==> config.mk <==
export PLATFORM = sky130hd
export DESIGN_NAME = intx_irq_ctl
export DESIGN_NICKNAME = d
export VERILOG_FILES = /design/src/rtl/intx_irq_ctl_pkg.sv /design/src/rtl/intx_wr_ctrl.sv /design/src/rtl/intx_datapath.sv /design/src/rtl/intx_irq_ctl.sv
export SDC_FILE = /design/constraint.sdc
export NUM_CORES = 1
export LEC_CHECK = 0
export BUFFER_PORTS_ARGS = -buffer_cell sky130_fd_sc_hd__buf_4
export CORE_MARGIN = 5
export CORE_UTILIZATION = 35
export CTS_CLUSTER_DIAMETER = 150
export DETAILED_ROUTE_END_ITERATION = 12
export GPL_ROUTABILITY_DRIVEN = 0
export PLACE_DENSITY = 0.7
export REMOVE_ABC_BUFFERS = 1
export SLEW_MARGIN = 15
export SYNTH_ARGS = -nofsm -noshare
export SYNTH_HDL_FRONTEND = slang
export SYNTH_HIERARCHICAL = 1
export SYNTH_SLANG_ARGS = --single-unit
==> constraint.sdc <==
create_clock -name clk -period 1.9 [get_ports clk]
set_input_delay 0.285 -clock clk [delete_from_list [all_inputs] [get_ports clk]]
set_output_delay 0.285 -clock clk [all_outputs]
set_load 0.005 [all_outputs]
==> src/rtl/intx_irq_ctl_pkg.sv <==
package intx_irq_ctl_pkg;
  localparam int NUM_LINES   = 4;
  localparam int WORD_W      = 32;
  localparam int NUM_LANES   = WORD_W / 8;
  localparam int PEND_LSB    = 28;
  localparam int ENA_LSB     = 22;
  localparam int PEND_LANE   = PEND_LSB / 8;

  // Bits that hold storage written by the CPU (everything but pending and reserved)
  localparam logic [WORD_W-1:0] PEND_FIELD   = {{(WORD_W-PEND_LSB-NUM_LINES){1'b0}},
                                                {NUM_LINES{1'b1}}, {PEND_LSB{1'b0}}};
  localparam logic [WORD_W-1:0] RSVD_FIELD   = 32'h0000_80F0;
  localparam logic [WORD_W-1:0] STORE_FIELD  = ~(PEND_FIELD | RSVD_FIELD);

  typedef struct packed {
    logic [NUM_LANES-1:0] laneWr;
    logic [NUM_LINES-1:0] pendClr;
  } wr_strobe_t;
endpackage

==> src/rtl/intx_wr_ctrl.sv <==
module intx_wr_ctrl
  import intx_irq_ctl_pkg::*;
(
  input  logic                 wrEn,
  input  logic [NUM_LANES-1:0] wrStrb,
  input  logic [WORD_W-1:0]    wrData,
  output wr_strobe_t           strobes
);
  logic pendLaneHit;

  assign pendLaneHit = wrEn && wrStrb[PEND_LANE];

  always_comb begin
    strobes.laneWr  = wrEn ? wrStrb : '0;
    strobes.pendClr = pendLaneHit ? wrData[PEND_LSB +: NUM_LINES] : '0;
  end
endmodule

==> src/rtl/intx_datapath.sv <==
module intx_datapath
  import intx_irq_ctl_pkg::*;
#(
  parameter int SYNC_STAGES = 2
)(
  input  logic                 clk,
  input  logic                 rstN,
  input  wr_strobe_t           strobes,
  input  logic [WORD_W-1:0]    wrData,
  input  logic [NUM_LINES-1:0] intLines,
  output logic [WORD_W-1:0]    regWord,
  output logic                 irqOut
);
  logic [NUM_LINES-1:0] syncPipe [SYNC_STAGES];
  logic [NUM_LINES-1:0] lineSync;
  logic [NUM_LINES-1:0] pendQ;
  logic [WORD_W-1:0]    storeQ;
  logic [NUM_LINES-1:0] enaBits;

  // Input synchronizer chain
  genvar s;
  generate
    for (s = 0; s < SYNC_STAGES; s++) begin : g_sync
      always_ff @(posedge clk or negedge rstN) begin
        if (!rstN) syncPipe[s] <= '0;
        else if (s == 0) syncPipe[s] <= intLines;
        else syncPipe[s] <= syncPipe[(s == 0) ? 0 : s-1];
      end
    end
  endgenerate
  assign lineSync = syncPipe[SYNC_STAGES-1];

  // Storage lanes
  genvar b;
  generate
    for (b = 0; b < NUM_LANES; b++) begin : g_lane
      always_ff @(posedge clk or negedge rstN) begin
        if (!rstN) storeQ[8*b +: 8] <= '0;
        else if (strobes.laneWr[b])
          storeQ[8*b +: 8] <= wrData[8*b +: 8] & STORE_FIELD[8*b +: 8];
      end
    end
  endgenerate

  // Pending flags: a high synchronized level outranks an acknowledge
  always_ff @(posedge clk or negedge rstN) begin
    if (!rstN) pendQ <= '0;
    else       pendQ <= (pendQ & ~strobes.pendClr) | lineSync;
  end

  assign enaBits = storeQ[ENA_LSB +: NUM_LINES];

  always_ff @(posedge clk or negedge rstN) begin
    if (!rstN) irqOut <= 1'b0;
    else       irqOut <= |(pendQ & enaBits);
  end

  assign regWord = storeQ | {{(WORD_W-PEND_LSB-NUM_LINES){1'b0}}, pendQ, {PEND_LSB{1'b0}}};
endmodule

==> src/rtl/intx_irq_ctl.sv <==
module intx_irq_ctl
  import intx_irq_ctl_pkg::*;
#(
  parameter int SYNC_STAGES = 2
)(
  input  logic        clk,
  input  logic        rstN,
  input  logic        wrEn,
  input  logic [3:0]  wrStrb,
  input  logic [31:0] wrData,
  input  logic [3:0]  intLines,
  output logic [31:0] rdData,
  output logic        irqOut
);
  wr_strobe_t strobes;

  intx_wr_ctrl i_ctrl (
    .wrEn    (wrEn),
    .wrStrb  (wrStrb),
    .wrData  (wrData),
    .strobes (strobes)
  );

  intx_datapath #(.SYNC_STAGES(SYNC_STAGES)) i_dp (
    .clk      (clk),
    .rstN     (rstN),
    .strobes  (strobes),
    .wrData   (wrData),
    .intLines (intLines),
    .regWord  (rdData),
    .irqOut   (irqOut)
  );
endmodule

==> impl_metrics.yaml, run 1 <==
yosys:
  netlist_area_sq_mm: 0.00140
  synthTopCellsByArea: "dfrtp_1 (64%), mux2_4 (16%), mux2_2 (6.4%)"
  synth.avg_cell_area_sq_um: 16.3
  synthCells: 86
  yosys_register_bits: 36
  synth_top_cell_by_area: "dfrtp_1"
  yosys_warnings: 6
  netlist-cell-type-count: 12
  netlist.area_leader.share: 0.644
  ys_seq_area_frac: 0.644
clock_tree:
  cts-root-buf: "clkbuf_8"
  cts-buffers-inserted: 5
  clk_path_buf_depth: 2
  htreeDepth: 2
  cts.sinks: 36
  insertion_delay_ps: 280
  clkTransAtPathRegs_ps: 70
  cts_setup_buffers: 0
  cts_tree: "done"
global_route:
  antenna_found_initial: 0
  grt_pass1_wl_mm: 4.67
  gr-total-overflow: 0
  grt_max_degree: 37
  grt_usage: 0.118
  grt_pass1_vias: 1018
power_and_ir_drop:
  cellLeakagePower_nw: 0.995
  power_mw: 1.82
  power_per_cell_area_mw_per_mm2: 906
  ir_worst_vdd_mv: 0.551
die:
  rows: 23
  chipHeight_um: 73.2
  io_pins: 76
  die_x_um: 73.2
  initial_utilization: 0.355
  core_sq_mm: 0.00394
  design.die.area_sq_mm: 0.00536
sta:
  tns_ps: 0
  whs_ps: 108
  hold_violations: 0
  min_period_ps: 1120
  drv_slew: 0
  finalSetupViolCount: 0
  fin_worst_skew_ps: 4.08
  rsz0062_at_grt: "false"
  fin_crit_sh: 0.588
  fmaxAchievable_mhz: 895
worst_hold_path:
  hold_path_class: "in -> reg"
finish:
  area_growth_pct: 43.7
  antennaDiodeCount: 0
  final_cells: 206
  multi_input_area_sq_um: 438
  regArea_sq_um: 901
  final_nets: 199
  drive_gt1_frac: 0.635
  nFillCells: 328
  layout_common_cells: "buf_4 (65), dfrtp_1 (36), mux2_4 (15), mux2_2 (8), clkbuf_8 (7)"
  final_common_cell: "buf_4"
route:
  via_count: 907
  totalWireLength_mm: 2.97
  wire_per_inst_um: 14.4
  route.detailed.drc: 0
  via_per_inst: 4.40
  dr.pass1.iters: 4
  drt-initial-drc-count: 23
  drt.antenna.violating_nets: 0
status:
  outcome: "completed"
critical_path:
  crit_path_max_fanout: 3
  slowest_stage: "dfrtp_1"
  worstPathRequired_ps: 1620
  crit_chain: "buf_4"
  crit_buf_inv: 1
  cpLargestDelayFamily: "flip-flops"
  crit_type: "reg -> out"
  crit_arrival_ps: 830
  crit_path_start_kind: "register"
  end_kind: "output pin"
  max_stage_delay_ps: 410
placement:
  portBuffers: 65
  dpl.cell_count: 198
  dp_hpwl_mm: 2.32
run:
  drv_cap: 0
-- layer usage --
metal	vias to the layer above	part of all wire	global-route usage
met2	40	0.54	0.196
met5	-	0	0
li1	417	-	-
met1	448	0.35	0.123
met3	2	0.10	0.0661
met4	0	0.0061	0.0471
-- area by class of cell --
cell class,instances,share of cell area
inverters,4,0.00747
repair buffers,66,0.248
multi-input cells,43,0.218
flip-flops and latches,36,0.448
clock buffers,7,0.0479
well taps,50,0.0311
-- path summary, 6_finish.rpt --
kind	from	to	slack (ps)	cells after the start
worst max-delay path	i_dp/enaBits[0]	rdData[22]	780	1
worst min-delay path	intLines[3]	i_dp/syncPipe[7]	110	1
worst max register to register	i_dp/pendQ[2]	i_dp/irqOut	1070	2
worst min register to register	i_dp/syncPipe[4]	i_dp/lineSync[0]	350	0
max in group asynchronous	rstN	i_dp/storeQ[2]	1090	2
min in group asynchronous	rstN	i_dp/storeQ[14]	490	2
-- sequential cells by signal, summed over array words and instances, names as in the netlist --
signal	cells
i_dp/pendQ	4
i_dp/syncPipe	4
i_dp/lineSync	4
i_dp/enaBits	4
i_dp/storeQ	19
i_dp/irqOut	1
-- kinds of logic (layout without fill, tap and decap cells) --
group,after synthesis,after routing,share of synthesized area
buffers and inverters,11,77,0.0537
AOI/OAI and AO/OA,6,6,0.0322
other,1,5,0.00268
and+or+nand+nor,9,9,0.0420
muxes,23,23,0.225
DFF,36,36,0.644
-- cells in the mapped netlist --
library cell	count
nand2_1	1
inv_1	4
buf_6	2
a22oi_1	2
buf_4	5
conb_1	1
and2_2	4
mux2_2	8
a21o_1	4
and3_1	4
dfrtp_1	36
mux2_4	15
-- report_power, final --
group / internal, mW / total [mW] / switching [mW]
Combinational: 0.239 / 0.346 / 0.106
Clock: 0.323 / 0.570 / 0.247
Sequential: 0.855 / 0.906 / 0.0515
-- metrics by stage --
stage	util	cell area [sq um]	setup slack, ps
detailed placement	0.483	1900	693
CTS	0.510	2010	766
global route	0.510	2010	737
floorplan	-	1350	913
finish	0.510	2010	782
global placement	0.483	1900	716
-- repair_timing --
action / 4_1_cts / 5_1_grt
hold endpoints to repair: 36 / 0
hold buffers: 1 / 0
resized for setup: 0 / 0
No activity file was read; power rests on OpenSTA's default activity.
==> inputs of run 2 (changes only) <==
==> constraint.sdc (replaced) <==
create_clock -name clk -period 1.1 [get_ports clk]
set_input_delay 0.165 -clock clk [delete_from_list [all_inputs] [get_ports clk]]
set_output_delay 0.165 -clock clk [all_outputs]
set_load 0.005 [all_outputs]
==> run 2 against run 1 <==
  * Power grew 71%
  * Via count grew 3.1%
  * Critical path type unchanged
  * Non-clock buffer count grew 4
  * Flip-flop and latch count is the same
  * Sequential power grew 73%
  * Routed wire length grew 2.1%
  * Highest routed layer unchanged
  * Cell count grew 2.4%
  * Sequential share of layout area shrank 0.74 points
==> impl_metrics.yaml, run 2 (synthesis results as in run 1) <==
clock_tree:
  cts-root-buf: "clkbuf_8"
  cts-buffers-inserted: 5
  clk_path_buf_depth: 2
  htreeDepth: 2
  cts_setup_buffers: 0
  cts.sinks: 36
  clkTransAtPathRegs_ps: 70
  cts_tree: "done"
  insertion_delay_ps: 280
finish:
  layout_common_cells: "buf_4 (65), dfrtp_1 (36), mux2_4 (15), mux2_2 (8), clkbuf_8 (6)"
  largest_register: "i_dp/storeQ"
  nFillCells: 358
  largest_reg_flops: 19
  fin_area_sq_mm: 0.00204
  final_common_cell: "buf_4"
  area_growth_pct: 46.2
  final_nets: 203
  final_cells: 211
  drive_gt1_frac: 0.609
  antennaDiodeCount: 0
global_route:
  grt_usage: 0.124
  grt_max_degree: 37
  grt_pass1_vias: 1057
  grt_pass1_wl_mm: 5.09
  gr-total-overflow: 0
  antenna_found_initial: 0
route:
  dr.pass1.iters: 2
  wire_per_inst_um: 14.4
  via_count: 935
  route.detailed.drc: 0
  drt-initial-drc-count: 48
  drt.antenna.violating_nets: 0
  totalWireLength_mm: 3.03
  via_per_inst: 4.43
critical_path:
  crit_chain: "buf_4"
  max_stage_delay_ps: 410
  end_kind: "output pin"
  worstPathRequired_ps: 940
  crit_buf_inv: 1
  crit_path_max_fanout: 3
  crit_arrival_ps: 830
  crit_path_start_kind: "register"
  crit_type: "reg -> out"
  slowest_stage: "dfrtp_1"
  cpLargestDelayFamily: "flip-flops"
power_and_ir_drop:
  power_per_cell_area_mw_per_mm2: 1530
  power_frac_seq: 0.503
  p_comb_frac: 0.195
  switching_power_uw: 709
  sw_frac_of_total: 0.227
  p_clk_frac: 0.303
  internal_power_mw: 2.41
  cellLeakagePower_nw: 1.01
  ir_worst_vdd_mv: 0.777
sta:
  min_period_ps: 998
  finalSetupViolCount: 0
  tns_ps: 0
  fin_crit_sh: 0.907
  rsz0062_at_grt: "false"
  drv_slew: 0
  fin_worst_skew_ps: 4.57
  fmaxAchievable_mhz: 1000
  fin_ws_ps: 102
  hold_violations: 0
die:
  chipHeight_um: 73.2
  rows: 23
  core_sq_mm: 0.00394
  die_x_um: 73.2
  design.die.area_sq_mm: 0.00536
  io_pins: 76
  initial_utilization: 0.355
placement:
  portBuffers: 65
  dp_hpwl_mm: 2.33
  preCtsSetupSlack_ps: 22.7
  dpl_cell_area_sq_mm: 0.00190
  dpl.cell_count: 198
worst_hold_path:
  hold_path_class: "in -> reg"
status:
  outcome: "completed"
run:
  drv_cap: 0
==> run 2: layout make-up <==
cell class	count	area [sq um]	area share
sequential	36	901	0.441
timing repair buffer	70	538	0.263
multi-input combinational	43	438	0.214
clock buffer	8	90.1	0.0441
tap	50	62.6	0.0306
inverter	4	15.0	0.00734
==> run 2: metal layers <==
metal,part of all wire,up-vias,track usage
met5,0,-,0
met1,0.37,463,0.144
met4,0.0056,0,0.0307
li1,-,427,-
met3,0.094,4,0.0537
met2,0.53,41,0.211
==> run 2: timing repair <==
item	4_1_cts	5_1_grt
hold endpoints to repair	40	0
hold buffers	5	0
gates resized for setup	0	0
==> run 2: worst paths after layout <==
path	from	to	slack (ps)	cells after the start
worst max-delay path	i_dp/enaBits[1]	rdData[23]	100	1
worst min-delay path	wrData[13]	i_dp/storeQ[13]	110	2
worst max register to register	i_dp/enaBits[1]	i_dp/enaBits[1]	300	1
worst min register to register	i_dp/syncPipe[4]	i_dp/lineSync[0]	350	0
max in group asynchronous	rstN	i_dp/pendQ[0]	400	2
min in group asynchronous	rstN	i_dp/enaBits[2]	380	2
==> run 2: through the flow <==
step           hold slack [ps]   util  power, mW
2_1_floorplan             -131      -       1.80
3_3_place_gp               133  0.483       2.17
3_5_place_dp               153  0.483       2.20
4_1_cts                    103  0.519       3.17
5_1_grt                   95.4  0.519       3.30
6_report                   112  0.519       3.12
==> run 2: power groups by stage <==
stage          Sequential (mW)  Clock (mW)  Combinational (mW)
3_3_place_gp              1.58           0               0.586
4_1_cts                   1.57       0.982               0.620
3_5_place_dp              1.59           0               0.606
6_report                  1.57       0.944               0.607
2_1_floorplan             1.59           0               0.215
5_1_grt                   1.59        1.05               0.662
